==> src/rtl/pwr_seq_pkg.sv <==
package pwr_seq_pkg;

  typedef enum logic [3:0] {
    ST_SHUT,
    ST_DELAY,
    ST_WAIT_CMD,
    ST_BOOT_RAMP,
    ST_DWELL,
    ST_READ_VID,
    ST_FINAL_RAMP,
    ST_RUN,
    ST_OFF_HOLD
  } seq_state_e;

  // all three qualification flags at once
  function automatic logic enables_met(input logic bias, input logic pwr, input logic term);
    return bias & pwr & term;
  endfunction

  // states in which the phases are allowed to switch
  function automatic logic drives_pwm(input seq_state_e s);
    return (s == ST_BOOT_RAMP) || (s == ST_DWELL) || (s == ST_READ_VID) ||
           (s == ST_FINAL_RAMP) || (s == ST_RUN);
  endfunction

  // states that use the shared cycle timer
  function automatic logic timed_state(input seq_state_e s);
    return (s == ST_DELAY) || (s == ST_DWELL);
  endfunction

  function automatic int unsigned max_of(input int unsigned a, input int unsigned b);
    return (a > b) ? a : b;
  endfunction

endpackage

==> src/rtl/pwr_seq_timer.sv <==
module pwr_seq_timer #(
  parameter int unsigned CNT_W = 4
) (
  input  logic             clk,
  input  logic             rst_n,
  input  logic             run,
  input  logic [CNT_W-1:0] limit,
  output logic             done
);

  logic [CNT_W-1:0] cnt;

  assign done = run && (cnt == (limit - CNT_W'(1)));

  always_ff @(posedge clk or negedge rst_n) begin
    if (!rst_n)           cnt <= '0;
    else if (run && !done) cnt <= cnt + CNT_W'(1);
    else                  cnt <= '0;
  end

endmodule

==> src/rtl/pwr_seq_target.sv <==
module pwr_seq_target #(
  parameter int unsigned VID_W = 8
) (
  input  logic             clk,
  input  logic             rst_n,
  input  logic             clr,
  input  logic             load,
  input  logic [VID_W-1:0] value,
  output logic [VID_W-1:0] target,
  output logic             start
);

  always_ff @(posedge clk or negedge rst_n) begin
    if (!rst_n) begin
      target <= '0;
      start  <= 1'b0;
    end else begin
      start <= load & ~clr;
      if (clr)       target <= '0;
      else if (load) target <= value;
    end
  end

endmodule

==> src/rtl/pwr_seq_fsm.sv <==
module pwr_seq_fsm
  import pwr_seq_pkg::*;
#(
  parameter int unsigned VID_W = 8
) (
  input  logic             clk,
  input  logic             rst_n,
  input  logic             en_ok,
  input  logic [VID_W-1:0] boot_code,
  input  logic             cmd_valid,
  input  logic [VID_W-1:0] cmd_vid,
  input  logic             in_win,
  input  logic             tmr_done,
  output seq_state_e       st,
  output logic             load,
  output logic [VID_W-1:0] load_val
);

  seq_state_e nxt;
  logic       cmd_off;

  assign cmd_off = (cmd_vid == '0);

  always_comb begin
    nxt      = st;
    load     = 1'b0;
    load_val = boot_code;
    if (!en_ok) begin
      nxt = ST_SHUT;
    end else begin
      case (st)
        ST_SHUT:  nxt = ST_DELAY;
        ST_DELAY: begin
          if (tmr_done) begin
            if (boot_code != '0) begin
              nxt  = ST_BOOT_RAMP;
              load = 1'b1;
            end else begin
              nxt = ST_WAIT_CMD;
            end
          end
        end
        ST_WAIT_CMD: begin
          if (cmd_valid) begin
            if (cmd_off) begin
              nxt = ST_OFF_HOLD;
            end else begin
              nxt      = ST_BOOT_RAMP;
              load     = 1'b1;
              load_val = cmd_vid;
            end
          end
        end
        ST_BOOT_RAMP: if (in_win) nxt = ST_DWELL;
        ST_DWELL:     if (tmr_done) nxt = ST_READ_VID;
        ST_READ_VID: begin
          if (cmd_valid) begin
            if (cmd_off) begin
              nxt = ST_OFF_HOLD;
            end else begin
              nxt      = ST_FINAL_RAMP;
              load     = 1'b1;
              load_val = cmd_vid;
            end
          end
        end
        ST_FINAL_RAMP: if (in_win) nxt = ST_RUN;
        ST_RUN:        nxt = ST_RUN;
        ST_OFF_HOLD:   nxt = ST_OFF_HOLD;
        default:       nxt = ST_SHUT;
      endcase
    end
  end

  always_ff @(posedge clk or negedge rst_n) begin
    if (!rst_n) st <= ST_SHUT;
    else        st <= nxt;
  end

endmodule

==> src/rtl/pwr_seq.sv <==
module pwr_seq
  import pwr_seq_pkg::*;
#(
  parameter int unsigned VID_W     = 8,
  parameter int unsigned DELAY_CYC = 16,
  parameter int unsigned DWELL_CYC = 32
) (
  input  logic             clk,
  input  logic             rst_n,
  input  logic             bias_ok,
  input  logic             pwr_en,
  input  logic             term_en,
  input  logic [VID_W-1:0] boot_code,
  input  logic             cmd_valid,
  input  logic [VID_W-1:0] cmd_vid,
  input  logic             out_in_win,
  output logic             pwm_en,
  output logic [VID_W-1:0] ramp_target,
  output logic             ramp_start,
  output logic             vid_req,
  output logic             ready
);

  localparam int unsigned CNT_MAX = max_of(DELAY_CYC, DWELL_CYC);
  localparam int unsigned CNT_W   = $clog2(CNT_MAX + 1);

  // named internal events
  seq_state_e       evt_state;
  logic             evt_en_ok;
  logic             evt_tmr_run;
  logic             evt_tmr_done;
  logic             evt_load;
  logic [VID_W-1:0] evt_load_val;
  logic             evt_start;
  logic [CNT_W-1:0] tmr_limit;

  assign evt_en_ok   = enables_met(bias_ok, pwr_en, term_en);
  assign evt_tmr_run = timed_state(evt_state);
  assign tmr_limit   = (evt_state == ST_DELAY) ? CNT_W'(DELAY_CYC) : CNT_W'(DWELL_CYC);

  pwr_seq_timer #(.CNT_W(CNT_W)) i_timer (
    .clk   (clk),
    .rst_n (rst_n),
    .run   (evt_tmr_run),
    .limit (tmr_limit),
    .done  (evt_tmr_done)
  );

  pwr_seq_fsm #(.VID_W(VID_W)) i_fsm (
    .clk       (clk),
    .rst_n     (rst_n),
    .en_ok     (evt_en_ok),
    .boot_code (boot_code),
    .cmd_valid (cmd_valid),
    .cmd_vid   (cmd_vid),
    .in_win    (out_in_win),
    .tmr_done  (evt_tmr_done),
    .st        (evt_state),
    .load      (evt_load),
    .load_val  (evt_load_val)
  );

  pwr_seq_target #(.VID_W(VID_W)) i_target (
    .clk    (clk),
    .rst_n  (rst_n),
    .clr    (~evt_en_ok),
    .load   (evt_load),
    .value  (evt_load_val),
    .target (ramp_target),
    .start  (evt_start)
  );

  assign pwm_en     = evt_en_ok & drives_pwm(evt_state);
  assign ready      = evt_en_ok & (evt_state == ST_RUN);
  assign vid_req    = evt_en_ok & (evt_state == ST_READ_VID);
  assign ramp_start = evt_en_ok & evt_start;

endmodule

==> config.mk <==
export PLATFORM = sky130hd
export DESIGN_NAME = pwr_seq
export DESIGN_NICKNAME = d
export VERILOG_FILES = /design/src/rtl/pwr_seq_pkg.sv /design/src/rtl/pwr_seq_timer.sv /design/src/rtl/pwr_seq_target.sv /design/src/rtl/pwr_seq_fsm.sv /design/src/rtl/pwr_seq.sv
export SDC_FILE = /design/constraint.sdc
export NUM_CORES = 1
export LEC_CHECK = 0
export BUFFER_PORTS_ARGS = -buffer_cell sky130_fd_sc_hd__buf_2
export CORE_MARGIN = 1
export CORE_UTILIZATION = 46
export CTS_CLUSTER_SIZE = 10
export DETAILED_ROUTE_END_ITERATION = 12
export PLACE_DENSITY = 0.74
export SKIP_LAST_GASP = 1
export SLEW_MARGIN = 0
export SYNTH_ARGS = -nofsm -noshare
export SYNTH_HDL_FRONTEND = slang
export SYNTH_SLANG_ARGS = --single-unit
==> constraint.sdc <==
create_clock -name clk -period 2.3 [get_ports clk]
set_clock_uncertainty 0.2 [all_clocks]
set_input_delay 0.115 -clock clk [delete_from_list [all_inputs] [get_ports clk]]
set_output_delay 0.115 -clock clk [all_outputs]
set_load 0.02 [all_outputs]
==> key figures <==
Synth
  – Net Count, Synth: 168
  – Sequential share of the synthesized area: 37.7%
  – Synth unique cells: 39
  – Area share of the largest cell type after synthesis: 37.7%
  – Synth top area cells: dfrtp_1 38%, a221oi_2 9.5%, nand2_1 5.1%, nor2_1 4.5%, o21ai_0 4.4%
  – Cell Area, Synth: 1260 µm²
  – Syn. warnings: 0
  – Post-synth top cells: 19 x dfrtp_1, 17 x nand2_1, 15 x nor2_1
  – Mapped Cells: 144
  – Most frequent cell after synthesis: dfrtp_1
  – Synth area leader: dfrtp_1
  – EDFF count, synth: 0
  – Primary FF master, synth: dfrtp_1
  – Avg Synthesized Cell Area: 8.77 µm²
  – #FFs+latches synth: 19
  – Async set-or-reset flop fraction in the synthesized netlist: 100%

STA
  – Final min period: 2180 ps
  – Rel. slew slack: 62.6%
  – Final count of pins violating max slew: 0
  – Final hold vios: 0
  – PnR worst setup slack: 122 ps
  – Final period utilization: 94.7%
  – Tightest Pin Transition: 555 ps
  – # setup viols final: 0
  – Max Clk Rate: 459 MHz
  – Post-Route Setup TNS: 0 ps
  – Unrepaired setup endpoints after global routing: no

Cells and area
  – Fillers: 230
  – Layout cells sized above 1: 32.0%
  – Diode count: 0
  – Post-route cell area: 1620 µm²
  – Layout Nets: 219
  – Synth-to-layout area growth: 28.4%
  – Final core utilization: 63.7%

Worst hold path
  – Worst hold path type: in2reg
  – HP Start: boot_code[6]
  – Cells on Worst Hold Path: 3

Clock network
  – CTS tree: done
  – CTS H-tree lvls: 1
  – Postcts setup bufs: 0
  – Clock transition at the registers of the reported paths: 100 ps
  – Clock root cell: clkbuf_4
  – CTS Buf Count: 3
  – Clk_lat worst skew: 300 ps
  – Max clock buf depth: 2
  – # clock sinks: 19

Global routing
  – First-pass GRT wire length: 4840 µm
  – GR Util All Layers: 23.1%
  – Remaining global-route overflow: 0
  – Vias in the first global route: 1133
  – Initial antenna violation count: 0
  – Largest net degree at the start of global routing: 20

Setup path
  – Critical path capture point type: register
  – R2R depth: 6
  – Crit path max fanout: 10
  – Crit. Startpoint: i_fsm.st[1]
  – Required time of the critical path: 2300 ps
  – CP arrival: 2180 ps
  – Startpoint types: register
  – RR Startpoint: i_fsm.st[1]
  – Crit Path Category: reg2reg

Pwr
  – Comb power frac: 13.1%
  – Sw Ratio: 24.2%
  – Power Internal: 441 µW
  – Worst vdd ir: 0.368 mV
  – Leak Pwr: 0.000702 µW
  – Power Dens Cells: 359 nW/µm²
  – Seq pwr share: 58.1%
  – Switching pwr: 141 µW
  – Clk pwr share: 28.8%

Drt
  – Post-route ant nets: 0
  – DRT iter0 DRCs: 27
  – Drt first pass iters: 4
  – Total number of vias: 1237
  – Wire length per cell: 13.5 µm
  – Via/cell ratio: 5.52
  – Drt drc: 0
  – Drt total wl: 3030 µm

Floorplan
  – Die area: 2960 µm²
  – Die H: 54.4 µm
  – Row count: 18
  – Total core area: 2540 µm²
  – Die X-Extent: 54.4 µm
  – Io pins: 35
  – Initial Utilization: 49.6%

Placed design
  – Placed instance area: 1500 µm²
  – I/O Buffers: 34
  – Routability cong.: 0.877
  – Post-DP HPWL: 2270 µm
  – Place WS: 147 ps

Run status
  – Status: finished, final reports clean

Flow run
  – Maxcap violations: 0
==> metrics by stage <==
stage               total power (µW)  std cells  hold slack [ps]
finish                           582        224             29.0
global route                     612        224             43.6
CTS                              588        224             24.1
detailed placement               409        211             -124
global placement                 407        211             -127
floorplan                        370        144             -381
==> cells by family (layout without fill, tap and decap cells) <==
kind of cell | Yosys count | in the layout | share of synthesized area [%]
simple gates | 64 | 64 | 27.0
compound gates | 35 | 35 | 22.7
flops | 19 | 19 | 37.7
buf+inv | 18 | 68 | 6.54
xor+xnor | 4 | 4 | 2.78
mux | 3 | 3 | 2.38
fa+ha+maj | 1 | 1 | 0.991
==> layout make-up <==
type / instances / area [µm²] / area share (%)
clock buffers: 4 / 26.3 / 1.62
repair buffers: 53 / 335 / 20.7
well taps: 30 / 37.5 / 2.31
inverters: 11 / 41.3 / 2.55
flip-flops and latches: 19 / 475 / 29.3
multi-input cells: 107 / 706 / 43.5
==> final timing paths <==
check / end / slack (ps)
max: i_fsm.st[3] / 120
min: i_target.target[6] / 30
max reg2reg: i_fsm.st[3] / 120
min reg2reg: i_timer.cnt[0] / 260
max in group asynchronous: i_target.target[0] / 1520
min in group asynchronous: i_target.target[4] / 70
==> power by group through the flow <==
stage               Combinational, µW  Clock (µW)  Sequential (µW)
global route                     84.8         188              339
floorplan                        25.8           0              344
global placement                 63.0           0              344
finish                           76.3         167              338
CTS                              76.4         173              338
detailed placement               64.3           0              345
==> per-layer routing <==
metal / up-vias / track usage [%] / routed length [µm]
met2: 42 / 39.0 / 1440
met3: 3 / 3.89 / 166
met4: 0 / 7.69 / 27
li1: 617 / - / -
met5: - / 0 / 0
met1: 575 / 29.8 / 1390
==> state kept, by name, indices dropped and copies added (netlist names) <==
signal           flops
i_timer.cnt          6
i_target.target      8
i_fsm.st             4
i_target.start       1
==> layout by cell type, fill, tap and decap left out, drive strengths merged <==
cell	count
a211oi	2
a21oi	8
a221oi	8
a31oi	1
a32oi	1
and2	3
and3	3
and4b	1
buf	44
clkbuf	4
dfrtp	19
dlygate4sd3	9
ha	1
inv	11
mux2i	3
nand2	18
nand2b	4
nand3	3
nand3b	1
nand4	1
nor2	15
nor2b	2
nor3	2
nor4	5
nor4bb	1
o21a	1
o21ai	11
o22ai	2
o2bb2ai	1
or2	1
or3	1
or3b	1
or4	1
or4b	1
xnor2	2
xor2	2
==> what timing repair did <==
action                                  4_1_cts  5_1_grt
endpoints found under the hold margin        27        0
hold buffers                                  9        0
gates resized for setup                       0        1
endpoints found under the setup margin        0        1
==> worst max-delay path, cell delays in order (launching register included) <==
cell and delay (ps):
dfrtp_1 480, or4b_2 710, a21oi_1 170, or2_2 130, a211oi_1 40, buf_4 170
and3_1 170
Note: power is estimated with default switching activity, not from simulation.
